## config.mk

```make
export PLATFORM = sky130hd
export DESIGN_NAME = irtx_top
export DESIGN_NICKNAME = d
export VERILOG_FILES = /design/src/rtl/irtx_pkg.sv /design/src/rtl/irtx_carrier.sv /design/src/rtl/irtx_txpath.sv /design/src/rtl/irtx_rxcond.sv /design/src/rtl/irtx_top.sv
export SDC_FILE = /design/constraint.sdc
export NUM_CORES = 1
export LEC_CHECK = 0
export BUFFER_PORTS_ARGS = -buffer_cell sky130_fd_sc_hd__buf_2
export CORE_AREA = 2 2 39 41
export CTS_BUF_LIST = sky130_fd_sc_hd__clkbuf_4
export DETAILED_ROUTE_END_ITERATION = 7
export DIE_AREA = 0 0 41 43
export PLACE_DENSITY = 0.64
export SLEW_MARGIN = 20
export SYNTH_ARGS = -nofsm -noshare
export SYNTH_HDL_FRONTEND = slang
export SYNTH_SLANG_ARGS = --single-unit
```

## constraint.sdc

```tcl
create_clock -name clk -period 2.2 [get_ports clk]
set_input_delay 0.11 -clock clk [delete_from_list [all_inputs] [get_ports clk]]
set_output_delay 0.11 -clock clk [all_outputs]
set_load 0.05 [all_outputs]
```

## src/rtl/irtx_pkg.sv

```systemverilog
// Package irtx_pkg
// Shared types for the infrared transmit modulator.
// Assumes: the source select is a 2-bit field whose code order is fixed.
package irtx_pkg;

    typedef enum logic [1:0] {
        SRC_UART    = 2'b00,
        SRC_GPO     = 2'b01,
        SRC_PULSE_A = 2'b10,
        SRC_PULSE_B = 2'b11
    } src_sel_e;

    localparam int unsigned DUTY_CODES = 4;

endpackage

```

## src/rtl/irtx_carrier.sv

```systemverilog
// Module irtx_carrier
// Produces the modulation carrier. A phase counter advances on each tick.
// The carrier is low while the phase is below a threshold taken from the
// latched duty code. The duty code is latched only when the phase wraps,
// so a period never mixes two duty settings.
// Assumes: PHASE_W >= 4, so that the smallest fraction (1/16) is at least
// one step.
module irtx_carrier #(
    parameter int unsigned PHASE_W = 4
) (
    input  logic               clk,
    input  logic               rst_n,
    input  logic               tick,
    input  logic [1:0]         duty_sel,
    output logic               carrier_low,
    output logic [PHASE_W-1:0] phase,
    output logic [1:0]         duty_act
);
    import irtx_pkg::*;

    localparam int unsigned         STEPS     = 1 << PHASE_W;
    localparam logic [PHASE_W-1:0]  PHASE_MAX = PHASE_W'(STEPS - 1);

    logic [PHASE_W-1:0] phase_q;
    logic [1:0]         duty_q;
    logic [PHASE_W:0]   thr_tab [DUTY_CODES];
    logic               wrap;

    // Threshold per duty code: 1/2, 1/4, 1/8, 1/16 of the period.
    for (genvar k = 0; k < DUTY_CODES; k++) begin : g_thr
        assign thr_tab[k] = (PHASE_W+1)'(STEPS >> (k + 1));
    end

    // The period ends on the tick taken at the maximum phase.
    assign wrap = tick && (phase_q == PHASE_MAX);

    // Advance the phase counter on each tick.
    always_ff @(posedge clk) begin
        if (!rst_n)    phase_q <= '0;
        else if (tick) phase_q <= phase_q + PHASE_W'(1);
    end

    // Latch a new duty code only at the period boundary.
    always_ff @(posedge clk) begin
        if (!rst_n)    duty_q <= 2'b00;
        else if (wrap) duty_q <= duty_sel;
    end

    // Carrier low while the phase is below the active threshold.
    always_comb begin
        carrier_low = ({1'b0, phase_q} < thr_tab[duty_q]);
    end

    assign phase    = phase_q;
    assign duty_act = duty_q;

endmodule

```

## src/rtl/irtx_txpath.sv

```systemverilog
// Module irtx_txpath
// Transmit line: source selection, then optional inversion, then optional
// carrier on low periods, then one output register.
// Assumes: carrier_low is already synchronous to clk.
module irtx_txpath (
    input  logic       clk,
    input  logic       rst_n,
    input  logic [1:0] src_sel,
    input  logic       tx_inv,
    input  logic       mod_en,
    input  logic       uart_txd,
    input  logic       gpo_bit,
    input  logic       pulse_a,
    input  logic       pulse_b,
    input  logic       carrier_low,
    output logic       line_post,
    output logic       pin_o
);
    import irtx_pkg::*;

    src_sel_e sel_e;
    logic     sel_bit;
    logic     pin_d;
    logic     pin_q;

    assign sel_e = src_sel_e'(src_sel);

    // Pick the source signal for the line.
    always_comb begin
        unique case (sel_e)
            SRC_UART:    sel_bit = uart_txd;
            SRC_GPO:     sel_bit = gpo_bit;
            SRC_PULSE_A: sel_bit = pulse_a;
            SRC_PULSE_B: sel_bit = pulse_b;
            default:     sel_bit = uart_txd;
        endcase
    end

    // Optional inversion ahead of modulation.
    assign line_post = sel_bit ^ tx_inv;

    // Put the carrier on the line only where it would otherwise be low.
    always_comb begin
        if (mod_en && !line_post) pin_d = !carrier_low;
        else                      pin_d = line_post;
    end

    // Register the pin; it idles high in reset.
    always_ff @(posedge clk) begin
        if (!rst_n) pin_q <= 1'b1;
        else        pin_q <= pin_d;
    end

    assign pin_o = pin_q;

endmodule

```

## src/rtl/irtx_rxcond.sv

```systemverilog
// Module irtx_rxcond
// Receive conditioner. In UART mode it forwards the comparator result,
// optionally inverted. In digital mode the UART input is held idle high,
// and the pad value is passed on with no inversion.
// Assumes: rx_comp and rx_pad are already synchronized by the caller.
module irtx_rxcond (
    input  logic clk,
    input  logic rst_n,
    input  logic rx_dis,
    input  logic rx_inv,
    input  logic rx_comp,
    input  logic rx_pad,
    output logic uart_rxd,
    output logic dio_rx
);
    logic uart_d;
    logic dio_d;
    logic uart_q;
    logic dio_q;

    // Route the pin to the UART or to the digital input.
    always_comb begin
        if (rx_dis) begin
            uart_d = 1'b1;
            dio_d  = rx_pad;
        end else begin
            uart_d = rx_comp ^ rx_inv;
            dio_d  = 1'b0;
        end
    end

    // Register both receive outputs.
    always_ff @(posedge clk) begin
        if (!rst_n) begin
            uart_q <= 1'b1;
            dio_q  <= 1'b0;
        end else begin
            uart_q <= uart_d;
            dio_q  <= dio_d;
        end
    end

    assign uart_rxd = uart_q;
    assign dio_rx   = dio_q;

endmodule

```

## src/rtl/irtx_top.sv

```systemverilog
// Module irtx_top
// Infrared port conditioner: transmit modulator plus receive conditioner.
// Assumes: all configuration fields come from a register bank that resets
// them to 0; carrier_tick is a one-cycle strobe at the carrier step rate.
module irtx_top #(
    parameter int unsigned PHASE_W = 4
) (
    input  logic       clk,
    input  logic       rst_n,
    input  logic       carrier_tick,
    input  logic [1:0] src_sel,
    input  logic       tx_inv,
    input  logic       mod_en,
    input  logic [1:0] duty_sel,
    input  logic       uart_txd,
    input  logic       gpo_bit,
    input  logic       pulse_a,
    input  logic       pulse_b,
    input  logic       rx_dis,
    input  logic       rx_inv,
    input  logic       rx_comp,
    input  logic       rx_pad,
    output logic       ir_tx_o,
    output logic       uart_rxd_o,
    output logic       dio_rx_o
);
    logic               carrier_low;
    logic [PHASE_W-1:0] car_phase;
    logic [1:0]         car_duty;
    logic               line_post;

    irtx_carrier #(.PHASE_W(PHASE_W)) carrier_i (
        .clk         (clk),
        .rst_n       (rst_n),
        .tick        (carrier_tick),
        .duty_sel    (duty_sel),
        .carrier_low (carrier_low),
        .phase       (car_phase),
        .duty_act    (car_duty)
    );

    irtx_txpath txpath_i (
        .clk         (clk),
        .rst_n       (rst_n),
        .src_sel     (src_sel),
        .tx_inv      (tx_inv),
        .mod_en      (mod_en),
        .uart_txd    (uart_txd),
        .gpo_bit     (gpo_bit),
        .pulse_a     (pulse_a),
        .pulse_b     (pulse_b),
        .carrier_low (carrier_low),
        .line_post   (line_post),
        .pin_o       (ir_tx_o)
    );

    irtx_rxcond rxcond_i (
        .clk      (clk),
        .rst_n    (rst_n),
        .rx_dis   (rx_dis),
        .rx_inv   (rx_inv),
        .rx_comp  (rx_comp),
        .rx_pad   (rx_pad),
        .uart_rxd (uart_rxd_o),
        .dio_rx   (dio_rx_o)
    );

endmodule

```

==> run metrics, run 1 <==
commonest cells in the netlist=9 x dfxtp_1, 4 x ha_1; outcome=completed; FF-to-FF Start=carrier_i.duty_act[1]$_SDFFE_PN0P_; first-pass GRT wire length=approximately 1400 µm; Num CTS Buffers=3; Tot GR Track Use=11.6%; Max Clock Skew=just under 0.0006 ns; Die Y-Extent=roughly 43 µm; leading area contributor after synthesis=dfxtp_1; Placer Congestion=about 0.66; VDD IR max=0.281 mV; clock power share=38.5%; Hold Startpoint=rx_dis; postcts setup bufs=0; Switching Power=roughly 100 µW; via count=slightly below 400; vias in the first global route=370; DR WL/cell=between 10 and 15 µm; number of port buffers=19; Syn Nets=64; drt initial violations=1; critical path peak fanout=5; number of synthesized flops with an enable pin=0; Final period util=~69%; Vias per Instance=4.71; Syn Inst Count=43; Final Hold Fails=0; share of power burned in registers=between 40% and 50%; main flop type after synthesis=dfxtp_1; largest net degree at the start of global routing=10; CP Class=flip-flop to flip-flop; Worst Setup SP=carrier_i.duty_act[1]$_SDFFE_PN0P_; setup TNS=0 ns; clk_lat worst skew=between 0.2 and 0.3 ns; initial antenna violation count=0; Switching Fraction=roughly 26%; Synth top area share=39.6%; CTS tree=done; Detail Route Antenna Nets=0; post-place setup slack=just under 0.7 ns; Slew @ Worst Pin=~0.25 ns; Slowest cell on crit path=dfxtp_1; MaxCap Viol Count=0; ys async rst share=0%; synthesized area=~460 µm²; Worst Hold Class=primary input to flip-flop; Worst Setup Start Kind=flip-flop; Final setup viols=0; hold_buf cts=0; sequential-to-total area share from yosys stat=between 30% and 40%; Ports=20; Sink Count=9; layout cells sized above 1=37.9%; Slew Viols, Final=0; Worst Setup End Kind=flip-flop; DRC viols=0; Slew Limit Headroom=83.7%; Req. time, crit path=2.35 ns; full die area=1760 µm²; Area contributors post-synth=dfxtp_1 40%, ha_1 11%, mux2i_1 6.6%, xnor2_1 5.8%, mux4_2 4.9%; RSZ-0062 raised after global routing=no; Core Region=around 1400 µm²; area delta synth->final=31.9%; Final Util=43.4%; WP data arrival=~1.7 ns; min cycle time layout=about 1.5 ns; Logic pwr share=approximately 15%; Detailed Route WL=approximately 850 µm; static leakage=around 0.00030 µW; clk slew on worst S/H paths=around 0.07 ns; final net count=88; placed insts=78; clock root buffer master=clkbuf_4; Initial Util=32.9%; dpl hpwl=between 600 and 700 µm; flops & latches, synth=9; post-synth cell types=19; PostCTS Resize Cnt=0; max frequency=0.656 GHz; Die X=just over 40 µm; grt total ovfl=0; critical-path cell list=or2_2 -> ha_1 -> a21oi_1 -> nand2_1 -> a211o_1; drt first pass iters=3; synth warn=0; Hold WS=approximately 0.045 ns; Antenna diodes=0; Pint=281 µW; CP top delay family=compound AO/OA/AOI/OAI gates; Final WS setup=0.676 ns; WP buf/inv=0; Clock H-tree levels=1; Rows=14; worst stage delay on the critical path=0.33 ns; Pwr Density=roughly 630 nW/µm²; syn_area_per_cell=around 11 µm²; post-route insts no fill=82; CTS Buffer Depth=2; cell with the most instances after synthesis=dfxtp_1
through the flow:
step	cell area [µm²]	power (µW)
5_1_grt	601	397
3_3_place_gp	571	235
4_1_cts	601	381
6_report	601	378
2_1_floorplan	455	212
3_5_place_dp	571	237
per-layer routing:
layer	track usage, %	up-vias	share of wire (%)	routed length [µm]
met5	0	-	0	0
met4	4.00	0	0	0
met3	4.19	0	6.0	51
met2	18.1	10	51	431
met1	14.1	176	43	369
li1	-	200	-	-
logic make-up (layout without fill, tap and decap cells):
logic type / Yosys count / in the layout / synth area share, %
muxes: 4 / 4 / 11.5
adders and majority gates: 4 / 4 / 11.0
xor gates and xnor gates: 5 / 5 / 9.62
AOI/OAI and AO/OA: 3 / 3 / 4.12
DFF: 9 / 9 / 39.6
buffers and inverters: 0 / 23 / 0
and+or+nand+nor: 18 / 18 / 24.2
path summary, 6_finish.rpt:
| check | cells after the start | endpoint | slack, ns |
|---|---|---|---|
| max | 5 | txpath_i.pin_o$_SDFF_PN1_ | 0.68 |
| min | 2 | rxcond_i.uart_rxd$_SDFF_PP1_ | 0.05 |
| max reg2reg | 5 | txpath_i.pin_o$_SDFF_PN1_ | 0.68 |
| min reg2reg | 2 | carrier_i.duty_act[0]$_SDFFE_PN0P_ | 0.56 |
registers in the layout (all words and copies together), names as in the netlist:
name and count:
carrier_i.phase 4, carrier_i.duty_act 2, txpath_i.pin_o 1, rxcond_i.uart_rxd 1, rxcond_i.dio_rx 1
worst reg2reg max path: stages (launching register included):
cell and delay [ns]:
dfxtp_1 0.33, or2_2 0.30, ha_1 0.30, a21oi_1 0.15
nand2_1 0.06, a211o_1 0.27
layout make-up:
cell class                      instances  area (µm²)
Fill cell                             146         783
Tap cell                               16        20.0
Timing Repair Buffer                   19        95.1
Multi-Input combinational cell         34         275
Sequential cell                         9         180
Clock buffer                            4        30.0
cell usage in the layout (no fill, tap or decap), types with 2 or more instances in the layout:
| cell type | count |
|---|---|
| xnor2_1 | 3 |
| nand4_1 | 3 |
| xor2_1 | 2 |
| ha_1 | 4 |
| nand2b_1 | 2 |
| buf_2 | 19 |
| nand2_1 | 2 |
| clkbuf_4 | 4 |
| dfxtp_1 | 9 |
| nor2b_1 | 3 |
| mux2i_1 | 3 |
| and2_1 | 3 |
power by group through the flow:
stage | clock [µW] | sequential, µW | combinational (µW)
global route | 158 | 177 | 61.8
finish | 145 | 176 | 56.8
floorplan | 0 | 192 | 20.5
detailed placement | 0 | 180 | 57.3
CTS | 148 | 176 | 58.0
global placement | 0 | 179 | 56.0
Power figures use the tool's default switching activity.
==> run 2: changes to the inputs <==
--- a/config.mk
+++ b/config.mk
@@ -5,12 +5,13 @@
 export SDC_FILE = /design/constraint.sdc
 export NUM_CORES = 1
 export LEC_CHECK = 0
+export ABC_AREA = 1
 export BUFFER_PORTS_ARGS = -buffer_cell sky130_fd_sc_hd__buf_2
 export CORE_AREA = 2 2 39 41
 export CTS_BUF_LIST = sky130_fd_sc_hd__clkbuf_4
 export DETAILED_ROUTE_END_ITERATION = 7
 export DIE_AREA = 0 0 41 43
-export PLACE_DENSITY = 0.64
+export PLACE_DENSITY = 0.71
 export SLEW_MARGIN = 20
 export SYNTH_ARGS = -nofsm -noshare
 export SYNTH_HDL_FRONTEND = slang
==> constraint.sdc (replaced) <==
create_clock -name clk -period 1.4 [get_ports clk]
set_input_delay 0.07 -clock clk [delete_from_list [all_inputs] [get_ports clk]]
set_output_delay 0.07 -clock clk [all_outputs]
set_load 0.05 [all_outputs]
==> run 2 against run 1 <==
Against the previous run: critical path depth is 4 higher; clock power up 46%; worst setup slack worse by 0.56 ns; global-route usage is 4.8 points higher.
==> run metrics, run 2 <==
outcome=completed; static leakage=0.000375 µW (+26%); Tot GR Track Use=16.4% (+4.8 points); Worst Hold Class=primary input to flip-flop; Hold Path Stages=3 (+1); layout cells sized above 1=36.7% (-1.1 points); WP data arrival=1.45 ns (-0.23 ns); clk_lat worst skew=0.27 ns (about the same); first-pass GRT wire length=1830 µm (+35%); grt total ovfl=0 (unchanged); post-synth cell types=18 (-1); Final setup viols=0 (unchanged); post-place setup slack=0.0712 ns (-0.617 ns); synthesized area=509 µm² (+12%); Final Util=49.0% (+5.6 points); cell with the most instances after synthesis=nand2_1; Slowest cell on crit path=dfxtp_2; Num CTS Buffers=3 (unchanged); Syn Inst Count=73 (+70%); Slew Limit Headroom=83.6% (about the same); CTS Buffer Depth=2 (unchanged); Die X=41 µm (unchanged); max FFs per register=4 (unchanged); initial antenna violation count=0 (unchanged); DR WL/cell=8.91 µm (-14%); Antenna diodes=0 (unchanged); number of cells on the worst reg-to-reg path=9 (+4); Syn Nets=94 (+47%); commonest cells in the netlist=20 x nand2_1, 11 x inv_1, 9 x dfxtp_1; Post-DP Area=624 µm² (+9.4%); most frequent cells in the layout=20 x nand2_1, 19 x buf_2, 9 x inv_1; vias in the first global route=471 (+27%); Ports=20 (unchanged); drt first pass iters=3 (unchanged); critical-path cell list=inv_2 -> nand2_1 -> ha_1 -> nand2_1 -> nand2_1 -> nor2_1 -> nand2_1 -> a21oi_2 -> nand2_1; worst stage delay on the critical path=0.33 ns (about the same); commonest non-fill, non-tap cell in the layout=nand2_1; largest net degree at the start of global routing=7 (-3); number of port buffers=19 (unchanged); Max Clock Skew=0.00572 ns (+0.00514 ns); number of synthesized flops with an enable pin=0 (unchanged); max frequency=0.779 GHz (+19%); final net count=120 (+36%); Clock H-tree levels=1 (unchanged); via count=528 (+37%); Final Hold Fails=0 (unchanged); setup TNS=0 ns (unchanged); Final WS setup=0.116 ns (-0.559 ns); DRC viols=0 (unchanged); full die area=1760 µm² (unchanged); Sink Count=9 (unchanged); area delta synth->final=33.2%; clock root buffer master=clkbuf_4; Synth top area share=35.4% (-4.2 points); Area contributors post-synth=dfxtp_1 35%, nand2_1 15%, ha_1 9.8%, inv_1 8.1%, a21oi_1 5.9%; Pwr Density=865 nW/µm² (+37%); syn_area_per_cell=6.98 µm² (-34%); MaxCap Viol Count=0 (unchanged); leading area contributor after synthesis=dfxtp_1; postcts setup bufs=0 (unchanged); sequential-to-total area share from yosys stat=35.4% (-4.2 points); Worst Setup End Kind=flip-flop; Detailed Route WL=1020 µm (+19%); ys async rst share=0% (unchanged); Worst Setup Start Kind=flip-flop; main flop type after synthesis=dfxtp_1; critical path peak fanout=3 (-2); Rows=14 (unchanged); synth warn=0 (unchanged); Slew Viols, Final=0 (unchanged); Core Region=1380 µm² (unchanged); Detail Route Antenna Nets=0 (unchanged); Slew @ Worst Pin=0.247 ns (+0.000906 ns); most frequent CP cell=nand2_1; CTS tree=done; flops & latches, synth=9 (unchanged); drt initial violations=4 (+3); design area=678 µm² (+13%); Req. time, crit path=1.56 ns (-0.79 ns); Placer Congestion=0.700 (+6.4%); Final period util=91.7% (+22 points); Initial Util=36.8% (+3.9 points); min cycle time layout=1.28 ns (-0.241 ns); Vias per Instance=4.63 (-1.6%); VDD IR max=0.415 mV (+48%); Die Y-Extent=43 µm (unchanged); clk slew on worst S/H paths=0.07 ns (about the same); FILL cells=137 (-6.2%); CP Class=flip-flop to flip-flop
-- run 2: timing repair --
item | CTS | global route
hold buffers | 1 | 1
resized for setup | 0 | 5
hold endpoints to repair | 1 | 1
endpoints found under the setup margin | 0 | 1
-- run 2: report_power, final --
group | switching (µW) | internal, µW
sequential | 6.91 | 267
clock | 105 | 106
combinational | 58.3 | 43.5
total | 170 | 416
-- run 2: cells by family after synthesis --
logic type,synth area share [%]
buf+inv,9.83
flops,35.4
compound gates,11.8
xor+xnor,1.72
fa+ha+maj,9.83
simple gates,31.5
-- run 2: routing by layer --
layer / routed length [µm] / up-vias / GRT usage, %
met3: 31 / 4 / 4.71
met1: 380 / 235 / 16.9
met4: 51 / 0 / 16.0
met5: 0 / - / 0
li1: - / 276 / -
met2: 552 / 13 / 24.4
-- run 2: cell type report --
| type | instances | area (µm²) | share of cell area [%] |
|---|---|---|---|
| clock buffers | 3 | 22.5 | 3.32 |
| clock inverters | 1 | 5.00 | 0.738 |
| inverters | 13 | 50.0 | 7.38 |
| multi-input cells | 51 | 283 | 41.7 |
| flip-flops and latches | 9 | 183 | 26.9 |
| well taps | 16 | 20.0 | 2.95 |
| repair buffers | 21 | 115 | 17.0 |
-- run 2: final timing paths --
kind                                      startpoint                                  to  slack [ns]
setup reg to reg  carrier_i.duty_act[0]$_SDFFE_PN0P_           txpath_i.pin_o$_SDFF_PN1_        0.12
setup / recovery  carrier_i.duty_act[0]$_SDFFE_PN0P_           txpath_i.pin_o$_SDFF_PN1_        0.12
hold / removal                               rx_comp        rxcond_i.uart_rxd$_SDFF_PP1_       0.005
hold reg to reg   carrier_i.duty_act[1]$_SDFFE_PN0P_  carrier_i.duty_act[1]$_SDFFE_PN0P_        0.47
-- run 2: through the flow --
step	total power [µW]	hold slack [ns]	std cells
after floorplan	337	0.169	73
after global placement	375	0.277	108
after detailed placement	378	0.278	108
after CTS	590	0.00372	113
after global routing	627	0.00923	114
final	587	0.00540	114
-- run 2: critical path, delay by kind of cell, from the launching register on --
kind	cells	cell delay [ns]
and+or+nand+nor	6	0.39
buffers and inverters	1	0.06
DFF	1	0.33
adders and majority gates	1	0.29
AOI/OAI and AO/OA	1	0.11
==> run 3: changes to the inputs <==
--- a/config.mk
+++ b/config.mk
@@ -9,9 +9,10 @@
 export BUFFER_PORTS_ARGS = -buffer_cell sky130_fd_sc_hd__buf_2
 export CORE_AREA = 2 2 39 41
 export CTS_BUF_LIST = sky130_fd_sc_hd__clkbuf_4
+export CTS_CLUSTER_DIAMETER = 120
 export DETAILED_ROUTE_END_ITERATION = 7
 export DIE_AREA = 0 0 41 43
-export PLACE_DENSITY = 0.71
+export PLACE_DENSITY = 0.68
 export SLEW_MARGIN = 20
 export SYNTH_ARGS = -nofsm -noshare
 export SYNTH_HDL_FRONTEND = slang
==> constraint.sdc (replaced) <==
create_clock -name clk -period 1.25 [get_ports clk]
set_input_delay 0.0625 -clock clk [delete_from_list [all_inputs] [get_ports clk]]
set_output_delay 0.0625 -clock clk [all_outputs]
set_load 0.05 [all_outputs]
==> run 3 against run 2 <==
Against the previous run: the run now ends with negative setup slack left; sequential cell count stayed put; critical path type unchanged; maximum frequency is 2.2% higher; critical path depth stayed put; global-route usage is 2.6 points lower; count of clock-buffer cells in the layout is 1 higher; final area is 8.5% higher; sequential power is 12% higher; largest power group unchanged.
==> run metrics, run 3 (synthesis gave the netlist of run 2 again) <==
outcome=complete, but fails checks; failing checks=negative setup slack; Num CTS Buffers=3 (unchanged); clk_lat worst skew=0.26 ns (about the same); Pwr Density=920 nW/µm² (+6.4%); Tot GR Track Use=13.8% (-2.6 points); RSZ-0062 raised after global routing=yes; Req. time, crit path=1.41 ns (-0.15 ns); clock root buffer master=clkbuf_4; Detailed Route WL=1090 µm (+7.0%); max frequency=0.797 GHz (+2.2%); DR WL/cell=9.45 µm (+6.1%); most frequent cells in the layout=19 x buf_2, 15 x nand2_1, 9 x inv_1; vias in the first global route=427 (-9.3%); Detail Route Antenna Nets=0 (unchanged); Placer Congestion=0.653 (-6.8%); full die area=1760 µm² (unchanged); layout cells sized above 1=45.5% (+8.7 points); via count=525 (-0.57%); Final period util=100% (+8.7 points); design area=736 µm² (+8.5%); Vias per Instance=4.57 (-1.4%); static leakage=0.000383 µW (+2.3%); drt initial violations=8 (+4); WP data arrival=1.42 ns (-0.03 ns); number of port buffers=19 (unchanged); Worst Setup Start Kind=flip-flop; CTS Buffer Depth=2 (unchanged); Antenna diodes=0 (unchanged); CP Class=flip-flop to flip-flop; Sink Count=9 (unchanged); drt first pass iters=4 (+1); CTS tree=done; Die Y-Extent=43 µm (unchanged); Max Clock Skew=0.000931 ns (-0.00479 ns); commonest non-fill, non-tap cell in the layout=buf_2; post-place setup slack=-0.0262 ns (-0.0974 ns); setup slack, reg-to-reg=-0.005 ns (-0.12 ns); largest net degree at the start of global routing=6 (-1); DRC viols=0 (unchanged); Slew Limit Headroom=83.6% (about the same); Clock H-tree levels=1 (unchanged); final net count=121 (+0.83%); Hold WS=0.00373 ns (-0.00166 ns); Post-DP Area=639 µm² (+2.4%); Slew @ Worst Pin=0.247 ns (-0.0000663 ns); max FFs per register=4 (unchanged); Final Util=53.2% (+4.2 points); first-pass GRT wire length=1580 µm (-14%); MaxCap Viol Count=0 (unchanged); area delta synth->final=44.5%; Rows=14 (unchanged); Slew Viols, Final=0 (unchanged); Worst Hold Class=primary input to flip-flop; Final setup viols=1 (+1); Core Region=1380 µm² (unchanged); critical path peak fanout=3 (unchanged); Ports=20 (unchanged); clk slew on worst S/H paths=0.06 ns (about the same); Worst Setup End Kind=flip-flop; grt total ovfl=0 (unchanged); dpl hpwl=between 800 and 900 µm; VDD IR max=0.510 mV (+23%); Die X=41 µm (unchanged); Design Power=677 µW (+15%); initial antenna violation count=0 (unchanged); min cycle time layout=1.26 ns (-0.0282 ns); Initial Util=36.8% (unchanged); Final WS setup=-0.00549 ns (-0.122 ns); Final Hold Fails=0 (unchanged)
-- run 3: changes by cell type in the layout (fill, tap and decap cells not counted), sizes merged --
cell	previous run	this run
buf	19	21
clkbuf	3	4
clkinv	2	1
dlygate4sd3	2	1
-- run 3: per-layer routing --
| layer | GRT usage [%] | part of all wire [%] | vias to the layer above | wire [µm] |
|---|---|---|---|---|
| met5 | 0 | 0 | - | 0 |
| met4 | 12.0 | 3.9 | 0 | 42 |
| met3 | 3.14 | 5.2 | 5 | 56 |
| met2 | 20.0 | 48 | 19 | 519 |
| met1 | 16.0 | 43 | 222 | 469 |
| li1 | - | - | 279 | - |
-- run 3: stage by stage --
| stage | setup TNS, ns | cells |
|---|---|---|
| after global routing | -0.0747 | 115 |
| after detailed placement | -0.0262 | 110 |
| final | -0.00549 | 115 |
| after floorplan | 0 | 73 |
| after global placement | 0 | 110 |
| after CTS | 0 | 115 |
-- run 3: path summary, 6_finish.rpt --
kind / start / cells past startpoint / to
worst max-delay path: carrier_i.duty_act[1]$_SDFFE_PN0P_ / 9 / txpath_i.pin_o$_SDFF_PN1_
worst min-delay path: rx_dis / 3 / rxcond_i.uart_rxd$_SDFF_PP1_
worst max register to register: carrier_i.duty_act[1]$_SDFFE_PN0P_ / 9 / txpath_i.pin_o$_SDFF_PN1_
worst min register to register: carrier_i.duty_act[0]$_SDFFE_PN0P_ / 2 / carrier_i.duty_act[0]$_SDFFE_PN0P_
-- run 3: power by group --
part           internal [µW]  switching [µW]
registers                299            9.50
logic                   49.9            66.3
clock network            145             107
total                    494             183
-- run 3: timing repair --
item | in CTS | in global routing
pin swaps | 0 | 7
hold buffers | 1 | 0
hold endpoints to repair | 1 | 0
endpoints found under the setup margin | 1 | 1
gates resized for setup | 2 | 11
buffers inserted | 0 | 0
-- run 3: critical path, cell delays in order (launching register included) --
cell	delay (ns)
dfxtp_2	0.33
inv_2	0.08
nand2_2	0.07
ha_4	0.24
nand2_2	0.06
nor2_1	0.04
nor2_1	0.09
nand2_1	0.05
a21oi_1	0.13
nand2_1	0.06
-- run 3: area by class of cell --
cell class	instances	area [µm²]
fillers	124	648
multi-input cells	51	329
flip-flops and latches	9	183
repair buffers	22	124
inverters	13	50.0
clock buffers	4	30.0
well taps	16	20.0
